$ cat config.mk
export PLATFORM = sky130hd
export DESIGN_NAME = bit_plane_assembler
export DESIGN_NICKNAME = d
export VERILOG_FILES = /design/src/rtl/bpa_pkg.sv /design/src/rtl/bpa_plane_store.sv /design/src/rtl/bpa_seq_ctrl.sv /design/src/rtl/bpa_coord_map.sv /design/src/rtl/bit_plane_assembler.sv
export SDC_FILE = /design/constraint.sdc
export NUM_CORES = 1
export LEC_CHECK = 0
export CAP_MARGIN = 10
export CORE_MARGIN = 5
export CORE_UTILIZATION = 51
export CTS_CLUSTER_SIZE = 12
export DETAILED_ROUTE_END_ITERATION = 8
export HOLD_SLACK_MARGIN = 0.1
export PLACE_DENSITY = 0.71
export SETUP_SLACK_MARGIN = 0.2
export SYNTH_ARGS = -nofsm -noshare
export SYNTH_HDL_FRONTEND = slang
export SYNTH_SLANG_ARGS = --single-unit
$ cat constraint.sdc
create_clock -name clk -period 2.6 [get_ports clk]
set_clock_uncertainty 0.1 [all_clocks]
set_input_delay 0.39 -clock clk [delete_from_list [all_inputs] [get_ports clk]]
set_output_delay 0.39 -clock clk [all_outputs]
set_load 0.05 [all_outputs]
$ cat src/rtl/bpa_pkg.sv
package bpa_pkg;
  // Sequencer phases.
  typedef enum logic [1:0] {
    ST_IDLE    = 2'd0,  // no quarter open
    ST_COLLECT = 2'd1,  // planes being gathered
    ST_DRAIN   = 2'd2   // words being emitted
  } bpa_state_e;
endpackage

$ cat src/rtl/bpa_plane_store.sv
module bpa_plane_store #(
  parameter int NUM_ADC  = 32,
  parameter int PIX_BITS = 8,
  localparam int PW      = $clog2(PIX_BITS)
) (
  input  logic                               clk,
  input  logic                               wr_go,
  input  logic [PW-1:0]                      wr_plane,
  input  logic [NUM_ADC-1:0]                 wr_bits,
  output logic [PIX_BITS-1:0][NUM_ADC-1:0]   planes
);
  // Data path storage: one register row per bit weight, no reset needed
  // because a row is only read after it has been written in the same quarter.
  logic [PIX_BITS-1:0][NUM_ADC-1:0] plane_q;

  for (genvar p = 0; p < PIX_BITS; p++) begin : g_plane
    logic row_en;
    assign row_en = wr_go && (wr_plane == PW'(p));
    always_ff @(posedge clk) begin
      if (row_en) begin
        plane_q[p] <= wr_bits;
      end
    end
  end

  assign planes = plane_q;
endmodule

$ cat src/rtl/bpa_seq_ctrl.sv
module bpa_seq_ctrl
  import bpa_pkg::*;
#(
  parameter int NUM_ADC  = 32,
  parameter int PIX_BITS = 8,
  localparam int PW      = $clog2(PIX_BITS),
  localparam int IDX_W   = $clog2(NUM_ADC)
) (
  input  logic             clk,
  input  logic             rst_n,
  input  logic             in_valid,
  input  logic             in_first,
  input  logic [1:0]       in_quarter,
  input  logic             out_ready,
  output logic             in_ready,
  output logic             out_valid,
  output logic             wr_go,
  output logic [PW-1:0]    wr_plane,
  output logic [1:0]       quarter,
  output logic [IDX_W-1:0] rd_idx,
  output logic             err_flag
);
  localparam logic [PW-1:0]    TOP_PLANE = PW'(PIX_BITS - 1);
  localparam logic [IDX_W-1:0] LAST_IDX  = IDX_W'(NUM_ADC - 1);

  bpa_state_e        state_q, state_d;
  logic [PW-1:0]     plane_q, plane_d;
  logic [1:0]        quart_q, quart_d;
  logic [IDX_W-1:0]  idx_q, idx_d;
  logic              err_q, err_d;
  logic              take;

  assign in_ready  = (state_q != ST_DRAIN);
  assign out_valid = (state_q == ST_DRAIN);
  assign take      = in_valid && in_ready;

  // Next-state logic.
  always_comb begin
    state_d  = state_q;
    plane_d  = plane_q;
    quart_d  = quart_q;
    idx_d    = idx_q;
    err_d    = err_q;
    wr_go    = 1'b0;
    wr_plane = plane_q;
    unique case (state_q)
      ST_IDLE: begin
        if (take && in_first) begin
          wr_go    = 1'b1;
          wr_plane = TOP_PLANE;
          quart_d  = in_quarter;
          plane_d  = TOP_PLANE - PW'(1);
          state_d  = ST_COLLECT;
        end
      end
      ST_COLLECT: begin
        if (take) begin
          if (in_first) begin
            // restart: discard what was gathered so far
            err_d    = 1'b1;
            wr_go    = 1'b1;
            wr_plane = TOP_PLANE;
            quart_d  = in_quarter;
            plane_d  = TOP_PLANE - PW'(1);
          end else begin
            wr_go    = 1'b1;
            wr_plane = plane_q;
            if (plane_q == '0) begin
              state_d = ST_DRAIN;
              idx_d   = '0;
            end else begin
              plane_d = plane_q - PW'(1);
            end
          end
        end
      end
      ST_DRAIN: begin
        if (out_ready) begin
          if (idx_q == LAST_IDX) begin
            state_d = ST_IDLE;
          end else begin
            idx_d = idx_q + IDX_W'(1);
          end
        end
      end
      default: state_d = ST_IDLE;
    endcase
  end

  // State registers.
  always_ff @(posedge clk or negedge rst_n) begin
    if (!rst_n) begin
      state_q <= ST_IDLE;
      plane_q <= '0;
      quart_q <= '0;
      idx_q   <= '0;
      err_q   <= 1'b0;
    end else begin
      state_q <= state_d;
      plane_q <= plane_d;
      quart_q <= quart_d;
      idx_q   <= idx_d;
      err_q   <= err_d;
    end
  end

  assign quarter  = quart_q;
  assign rd_idx   = idx_q;
  assign err_flag = err_q;
endmodule

$ cat src/rtl/bpa_coord_map.sv
module bpa_coord_map #(
  parameter int ADC_COLS = 8,
  parameter int ADC_ROWS = 4,
  parameter int PIX_BITS = 8,
  localparam int NUM_ADC = ADC_COLS * ADC_ROWS,
  localparam int COL_W   = $clog2(ADC_COLS),
  localparam int ROW_W   = $clog2(ADC_ROWS),
  localparam int IDX_W   = COL_W + ROW_W
) (
  input  logic [PIX_BITS-1:0][NUM_ADC-1:0] planes,
  input  logic [IDX_W-1:0]                 rd_idx,
  input  logic [1:0]                       quarter,
  output logic [PIX_BITS-1:0]              pixel,
  output logic [COL_W:0]                   pix_x,
  output logic [ROW_W:0]                   pix_y
);
  // Transpose: gather one bit of the selected converter from every plane.
  for (genvar b = 0; b < PIX_BITS; b++) begin : g_bit
    assign pixel[b] = planes[b][rd_idx];
  end

  // Grid sizes are powers of two, so column and row are index slices.
  assign pix_x = {rd_idx[COL_W-1:0], quarter[0]};
  assign pix_y = {rd_idx[IDX_W-1:COL_W], quarter[1]};
endmodule

$ cat src/rtl/bit_plane_assembler.sv
module bit_plane_assembler #(
  parameter int ADC_COLS = 8,   // power of two, at least 2
  parameter int ADC_ROWS = 4,   // power of two, at least 2
  parameter int PIX_BITS = 8    // at least 2
) (
  input  logic                           clk,
  input  logic                           rst_n,
  input  logic                           in_valid,
  input  logic                           in_first,
  input  logic [1:0]                     in_quarter,
  input  logic [ADC_COLS*ADC_ROWS-1:0]   in_bits,
  output logic                           in_ready,
  output logic                           out_valid,
  input  logic                           out_ready,
  output logic [PIX_BITS-1:0]            out_pixel,
  output logic [$clog2(ADC_COLS):0]      out_x,
  output logic [$clog2(ADC_ROWS):0]      out_y,
  output logic                           err_flag
);
  localparam int NUM_ADC = ADC_COLS * ADC_ROWS;
  localparam int PW      = $clog2(PIX_BITS);
  localparam int IDX_W   = $clog2(NUM_ADC);

  // Reset: asserted asynchronously, released on a clock edge.
  logic [1:0] rst_sync_q;
  logic       rst_int_n;
  always_ff @(posedge clk or negedge rst_n) begin
    if (!rst_n) begin
      rst_sync_q <= 2'b00;
    end else begin
      rst_sync_q <= {rst_sync_q[0], 1'b1};
    end
  end
  assign rst_int_n = rst_sync_q[1];

  logic                             wr_go;
  logic [PW-1:0]                    wr_plane;
  logic [1:0]                       quarter;
  logic [IDX_W-1:0]                 rd_idx;
  logic [PIX_BITS-1:0][NUM_ADC-1:0] planes;

  bpa_seq_ctrl #(
    .NUM_ADC  (NUM_ADC),
    .PIX_BITS (PIX_BITS)
  ) u_ctrl (
    .clk        (clk),
    .rst_n      (rst_int_n),
    .in_valid   (in_valid),
    .in_first   (in_first),
    .in_quarter (in_quarter),
    .out_ready  (out_ready),
    .in_ready   (in_ready),
    .out_valid  (out_valid),
    .wr_go      (wr_go),
    .wr_plane   (wr_plane),
    .quarter    (quarter),
    .rd_idx     (rd_idx),
    .err_flag   (err_flag)
  );

  bpa_plane_store #(
    .NUM_ADC  (NUM_ADC),
    .PIX_BITS (PIX_BITS)
  ) u_store (
    .clk      (clk),
    .wr_go    (wr_go),
    .wr_plane (wr_plane),
    .wr_bits  (in_bits),
    .planes   (planes)
  );

  bpa_coord_map #(
    .ADC_COLS (ADC_COLS),
    .ADC_ROWS (ADC_ROWS),
    .PIX_BITS (PIX_BITS)
  ) u_map (
    .planes  (planes),
    .rd_idx  (rd_idx),
    .quarter (quarter),
    .pixel   (out_pixel),
    .pix_x   (out_x),
    .pix_y   (out_y)
  );
endmodule

==> metrics.txt, run 1 <==
WHS=120 ps; initial antenna violation count=0; Initial DRC Count=466; via count=5,013; vias in the first global route=5,180; Crit path arrival time=2860 ps; total track usage=19.0%; RSZ-0062 raised after global routing=yes; CTS Buffer Depth=3; H-tree Lvls=1; Die ar.=23,500 um^2; synthesis-to-layout area growth=21.6%; Pwr Density=858 nW/um^2; R2R setup slack=260 ps; IO buf count=56; Syn Std Cell Area=10,500 um^2; RR Endpoint=u_ctrl.rd_idx[3]; die height=153 um; CP startpoint=u_ctrl.rd_idx[0]; #FFs+latches synth=271; max_cap viols=0; Final setup viols=8; Worst R2R Start=u_ctrl.rd_idx[0]; CP Capture Type=primary output; Mapped Cells=445; Final Hold Fails=0; status=finished, violations left; relative slew slack=63.5%; CP max FO=6; Post-synth EDFFs=256; CTS tree=done; Mapped Nets=488; share of the synthesized area in the top cell type=73.4%; fin util=62.9%; fraction of layout cells with a size suffix above 1=33.8%; ys flop type=edfxtp_1; Final GP Congestion=0.804; FFs w/ async S/R, synth=5.54%; multi-input combinational cell area=2400 um^2; Synth cell types=31; synthesized area per cell=23.5 um^2; largest net degree at the start of global routing=33; Area contributors post-synth=edfxtp_1 73%, mux4_2 17%, dfrtp_1 3.6%; Detailed Routing Iterations Pass 1=5; failing checks=setup timing; Synthesis Warnings=0; CTS buffer count=27; Detail Placement HPWL=13.8 mm; Fill cells=1,345; Worst Hold Class=register to async pin; Starting Density=51.8%; grt total ovfl=0; Critical Path RT=2110 ps; register area=8070 um^2; Worst VDD drop=0.568 mV; core box area=20,200 um^2; Fmax achieved=298 MHz; Slew Viols, Final=0; clk slew on worst S/H paths=60 ps; R2R cell count=9; fin crit period=3350 ps; crit share post-route=129%; Clock Root Buffer=clkbuf_16; Routed WL=22.1 mm; wire per inst=26.9 um; Seq/Total Area, Yosys=77.0%; area leader, netlist=edfxtp_1; Total Nets Final=592; # rows=52; Crit Path Category=register to primary output; clock sinks=271; global-route wire length before repair=33.4 mm; Skew-Pair Late Insertion Delay=530 ps; DR vias/cell=6.08; Final ANT Viol Nets=0; Worst Tran Pin Value=548 ps; Diodes inserted=0; min setup slack post-route=-754 ps; Worst setup SP type=register; die width=153 um; DRC viols=0; leakage=0.00402 uW; I/O pin cnt=57
[logic make-up after synthesis]
family | count (synthesis) | synth area share (%)
buf+inv | 24 | 1.18
mux | 92 | 18.5
xor+xnor | 2 | 0.167
other cells | 1 | 0.0358
flops | 271 | 77.0
compound gates | 11 | 0.633
fa+ha+maj | 4 | 0.478
simple gates | 40 | 2.03
[power by group]
part	leakage [uW]	internal [uW]	total, uW	switching [uW]
Sequential	0.00251	5220	5360	140
Clock	0.000361	1930	3400	1470
Combinational	0.00116	1090	2180	1090
[worst max path at each step]
stage / endpoint / slack (ps)
after global routing: out_pixel[7] / -820
after global placement: out_pixel[2] / -170
after CTS: out_pixel[7] / -750
after detailed placement: out_pixel[5] / -190
after floorplan: out_pixel[0] / -190
final: out_pixel[7] / -750
[routing by layer]
metal	GRT usage, %	vias up	share of wire [%]
met2	29.9	188	49
li1	-	2084	-
met4	4.37	0	1.9
met1	28.1	2709	42
met3	3.79	32	7.4
met5	0	-	0
[stage by stage]
| step | TNS [ps] | instance area (um^2) | std cells | setup slack [ps] | power, uW |
|---|---|---|---|---|---|
| finish | -5890 | 12700 | 824 | -754 | 10900 |
| global route | -6350 | 12700 | 824 | -816 | 11400 |
| CTS | -5900 | 12700 | 824 | -747 | 11000 |
| detailed placement | -1310 | 11800 | 780 | -189 | 7350 |
| global placement | -1190 | 11800 | 780 | -170 | 7290 |
| floorplan | -1550 | 10600 | 445 | -194 | 6690 |
[registers in the layout (all words and copies together) (netlist names)]
| name | cells |
|---|---|
| u_ctrl.state_q | 2 |
| u_store.planes | 256 |
| u_ctrl.plane_q | 3 |
| u_ctrl.err_flag | 1 |
| u_ctrl.quarter | 2 |
| rst_sync_q | 2 |
| u_ctrl.rd_idx | 5 |
[cell usage after synthesis, types with 2 or more instances]
cell and number:
edfxtp_1 256, mux4_2 80, dfrtp_1 15, mux2_2 12
nor2_1 11, clkbuf_1 9, nand2_1 7, nand3_1 5
buf_1 4, buf_6 4, ha_1 4, inv_1 4
nand3b_1 4, a21oi_1 3, buf_2 3, nand2b_1 3
o21ai_0 3, nor2b_1 2, nor4bb_1 2, o22ai_1 2
xor2_1 2
[placed cells by master (no fill, tap or decap), types with 2 or more instances in the layout]
cell and n:
edfxtp_1 256, mux4_2 80, clkdlybuf4s50_1 42, clkbuf_16 27, buf_12 19, buf_4 18, dfrtp_1 13, mux2_4 8
nand2_1 7, buf_6 7, nor2_4 6, nor2_1 5, nand3_1 5, inv_1 4, nand3b_1 4, mux2_2 4
buf_16 4, nand2b_1 3, ha_1 3, clkinv_1 3, o22ai_1 2, xor2_1 2, a21oi_1 2, o21ai_0 2
clkinv_2 2, buf_8 2
[area by class of cell]
type	instances	area share (%)
flip-flops and latches	271	63.4
multi-input cells	150	18.9
repair buffers	95	9.26
clock buffers	28	5.34
well taps	270	2.65
clock inverters	6	0.403
inverters	4	0.118
[repair_timing]
action                                  CTS  global route
pin swaps                                 0             1
resized for setup                        18             6
hold endpoints to repair                  2             0
hold buffers                              1             0
buffers inserted                          5             0
cloned                                    4             0
endpoints found under the setup margin   11            12
[worst max-delay path, cell delays in order (launching register included)]
cell and delay, ps:
dfrtp_4 500, buf_12 150, buf_12 120, buf_16 130, mux4_2 450, mux4_2 510
mux2_4 300, buf_6 150
(Power assumes the default switching activity.)
==> inputs of run 2 (changes only) <==
- SKIP_CTS_REPAIR_TIMING: default -> 1
==> run 2 against run 1 <==
  * The flow still finishes with violations (setup timing)
  * Die area unchanged
  * Routed wire length decreased by 1.1%
  * Sequential power about the same
  * Sequential share of layout area increased by 0.35 points
  * Clock power about the same
  * Maximum frequency increased by 1.1%
  * Core utilization decreased by 0.35 points
  * Critical path depth decreased by 1
  * First-iteration DRC count increased by 2.1%
  * Highest routed layer unchanged
==> metrics.txt, run 2 (synthesized netlist as in run 1, its figures left out) <==
status=finished, violations left; failing checks=setup timing; I/O pin cnt=57 (unchanged); fin crit period=3320 ps (-37.5 ps); crit share post-route=128% (-1.4 points); Final Hold Fails=0 (unchanged); Total Nets Final=588 (-0.68%); clock sinks=271 (unchanged); Detailed Routing Iterations Pass 1=5 (unchanged); Routed WL=21.9 mm (-1.1%); global-route wire length before repair=32.5 mm (-2.7%); min setup slack post-route=-717 ps (+37.5 ps); Initial DRC Count=476 (+2.1%); Area after DPL=11,800 um^2 (unchanged); final setup TNS=-5420 ps (+476 ps); fraction of layout cells with a size suffix above 1=32.9% (-0.85 points); # rows=52 (unchanged); RR Endpoint=u_ctrl.rd_idx[3]; Final ANT Viol Nets=0 (unchanged); die height=153 um (unchanged); total track usage=18.4% (-0.57 points); Crit path arrival time=2830 ps (-30 ps); Detail Placement HPWL=13.8 mm (unchanged); R2R cell count=9 (unchanged); Worst Tran Pin Value=564 ps (+16.2 ps); Starting Density=51.8% (unchanged); CTS buffer count=27 (unchanged); Crit Path Category=register to primary output; Critical Path RT=2110 ps (about the same); clk slew on worst S/H paths=60 ps (about the same); CP Capture Type=primary output; RSZ-0062 raised after global routing=yes; Fmax achieved=302 MHz (+1.1%); leakage=0.00401 uW (-0.40%); vias in the first global route=5,112 (-1.3%); Worst VDD drop=0.567 mV (-0.12%); Diodes inserted=0 (unchanged); largest net degree at the start of global routing=33 (unchanged); most frequent cells in the layout=256 x edfxtp_1, 80 x mux4_2, 42 x clkdlybuf4s50_1, 30 x clkbuf_16, 17 x buf_12; uppermost layer routed=met4; initial antenna violation count=0 (unchanged); core box area=20,200 um^2 (unchanged); CTS Buffer Depth=3 (unchanged); Final setup viols=8 (unchanged); relative slew slack=62.4% (-1.1 points); Die ar.=23,500 um^2 (unchanged); synthesis-to-layout area growth=20.9%; DR WL met3=1.77 mm (+8.2%); DR vias/cell=6.06 (-0.37%); Largest register FFs=256 (unchanged); Slew Viols, Final=0 (unchanged); wl on met1=9.18 mm (-1.7%); routed wl met2=10.5 mm (-2.1%); grt total ovfl=0 (unchanged); DRC viols=0 (unchanged); Final GP Congestion=0.804 (unchanged); max_cap viols=0 (unchanged); CP max FO=7 (+1); Clock Root Buffer=clkbuf_16; Placed Cells=780 (unchanged); final instance area=12,700 um^2 (-0.55%); most common cell after layout, fill and taps aside=edfxtp_1; Pwr Density=854 nW/um^2 (-0.52%); IO buf count=56 (unchanged); Skew-Pair Late Insertion Delay=530 ps (about the same); Post-Layout Cell Count=820 (-0.49%); CTS tree=done; Worst Hold Class=register to async pin; Worst setup SP type=register; wire per inst=26.7 um (-0.58%); via count=4,970 (-0.86%); R2R setup slack=280 ps (+20 ps); H-tree Lvls=1 (unchanged); die width=153 um (unchanged); worst slack at placement=-189 ps (unchanged); fin util=62.6% (-0.35 points); Worst R2R Start=u_ctrl.rd_idx[0]
run 2: how the worst max path moves through the flow:
stage                                start            to  slack [ps]
after detailed placement  u_ctrl.rd_idx[0]  out_pixel[5]        -190
after global routing      u_ctrl.rd_idx[0]  out_pixel[4]        -770
final                     u_ctrl.rd_idx[0]  out_pixel[4]        -720
after global placement    u_ctrl.rd_idx[0]  out_pixel[2]        -170
after CTS                 u_ctrl.rd_idx[0]  out_pixel[5]        -770
after floorplan           u_ctrl.rd_idx[0]  out_pixel[0]        -190
run 2: metal layers:
metal | vias to the layer above | global-route usage (%)
li1 | 2075 | -
met4 | 0 | 4.07
met5 | - | 0
met1 | 2649 | 26.8
met3 | 34 | 4.18
met2 | 212 | 29.2
run 2: worst max-delay path: stages (launching register included):
cell     delay (ps)
dfrtp_4         490
buf_12          160
buf_12          140
mux4_2          480
mux4_2          540
mux2_4          320
buf_6           160
run 2: per-stage QoR:
| stage | power [uW] | hold slack [ps] |
|---|---|---|
| 6_report | 10800 | 127 |
| 5_1_grt | 11200 | 197 |
| 4_1_cts | 10700 | -90.7 |
| 3_5_place_dp | 7350 | 157 |
| 3_3_place_gp | 7290 | 144 |
| 2_1_floorplan | 6690 | -5.59 |
run 2: final cells by class:
type	instances	area [um^2]
flip-flops and latches	271	8070
fillers	1351	7570
multi-input cells	150	2400
repair buffers	91	1110
clock buffers	28	679
well taps	270	338
clock inverters	6	51.3
inverters	4	15.0
run 2: power by group:
| part | switching (uW) | internal (uW) |
|---|---|---|
| sequential | 138 | 5220 |
| combinational | 1060 | 1010 |
| clock | 1460 | 1930 |
| total | 2660 | 8160 |
==> inputs of run 3 (changes only) <==
- SLEW_MARGIN: default -> 20
==> results of run 3 <==
Same layout as run 2: the final DEF is identical, and so are final timing and power.
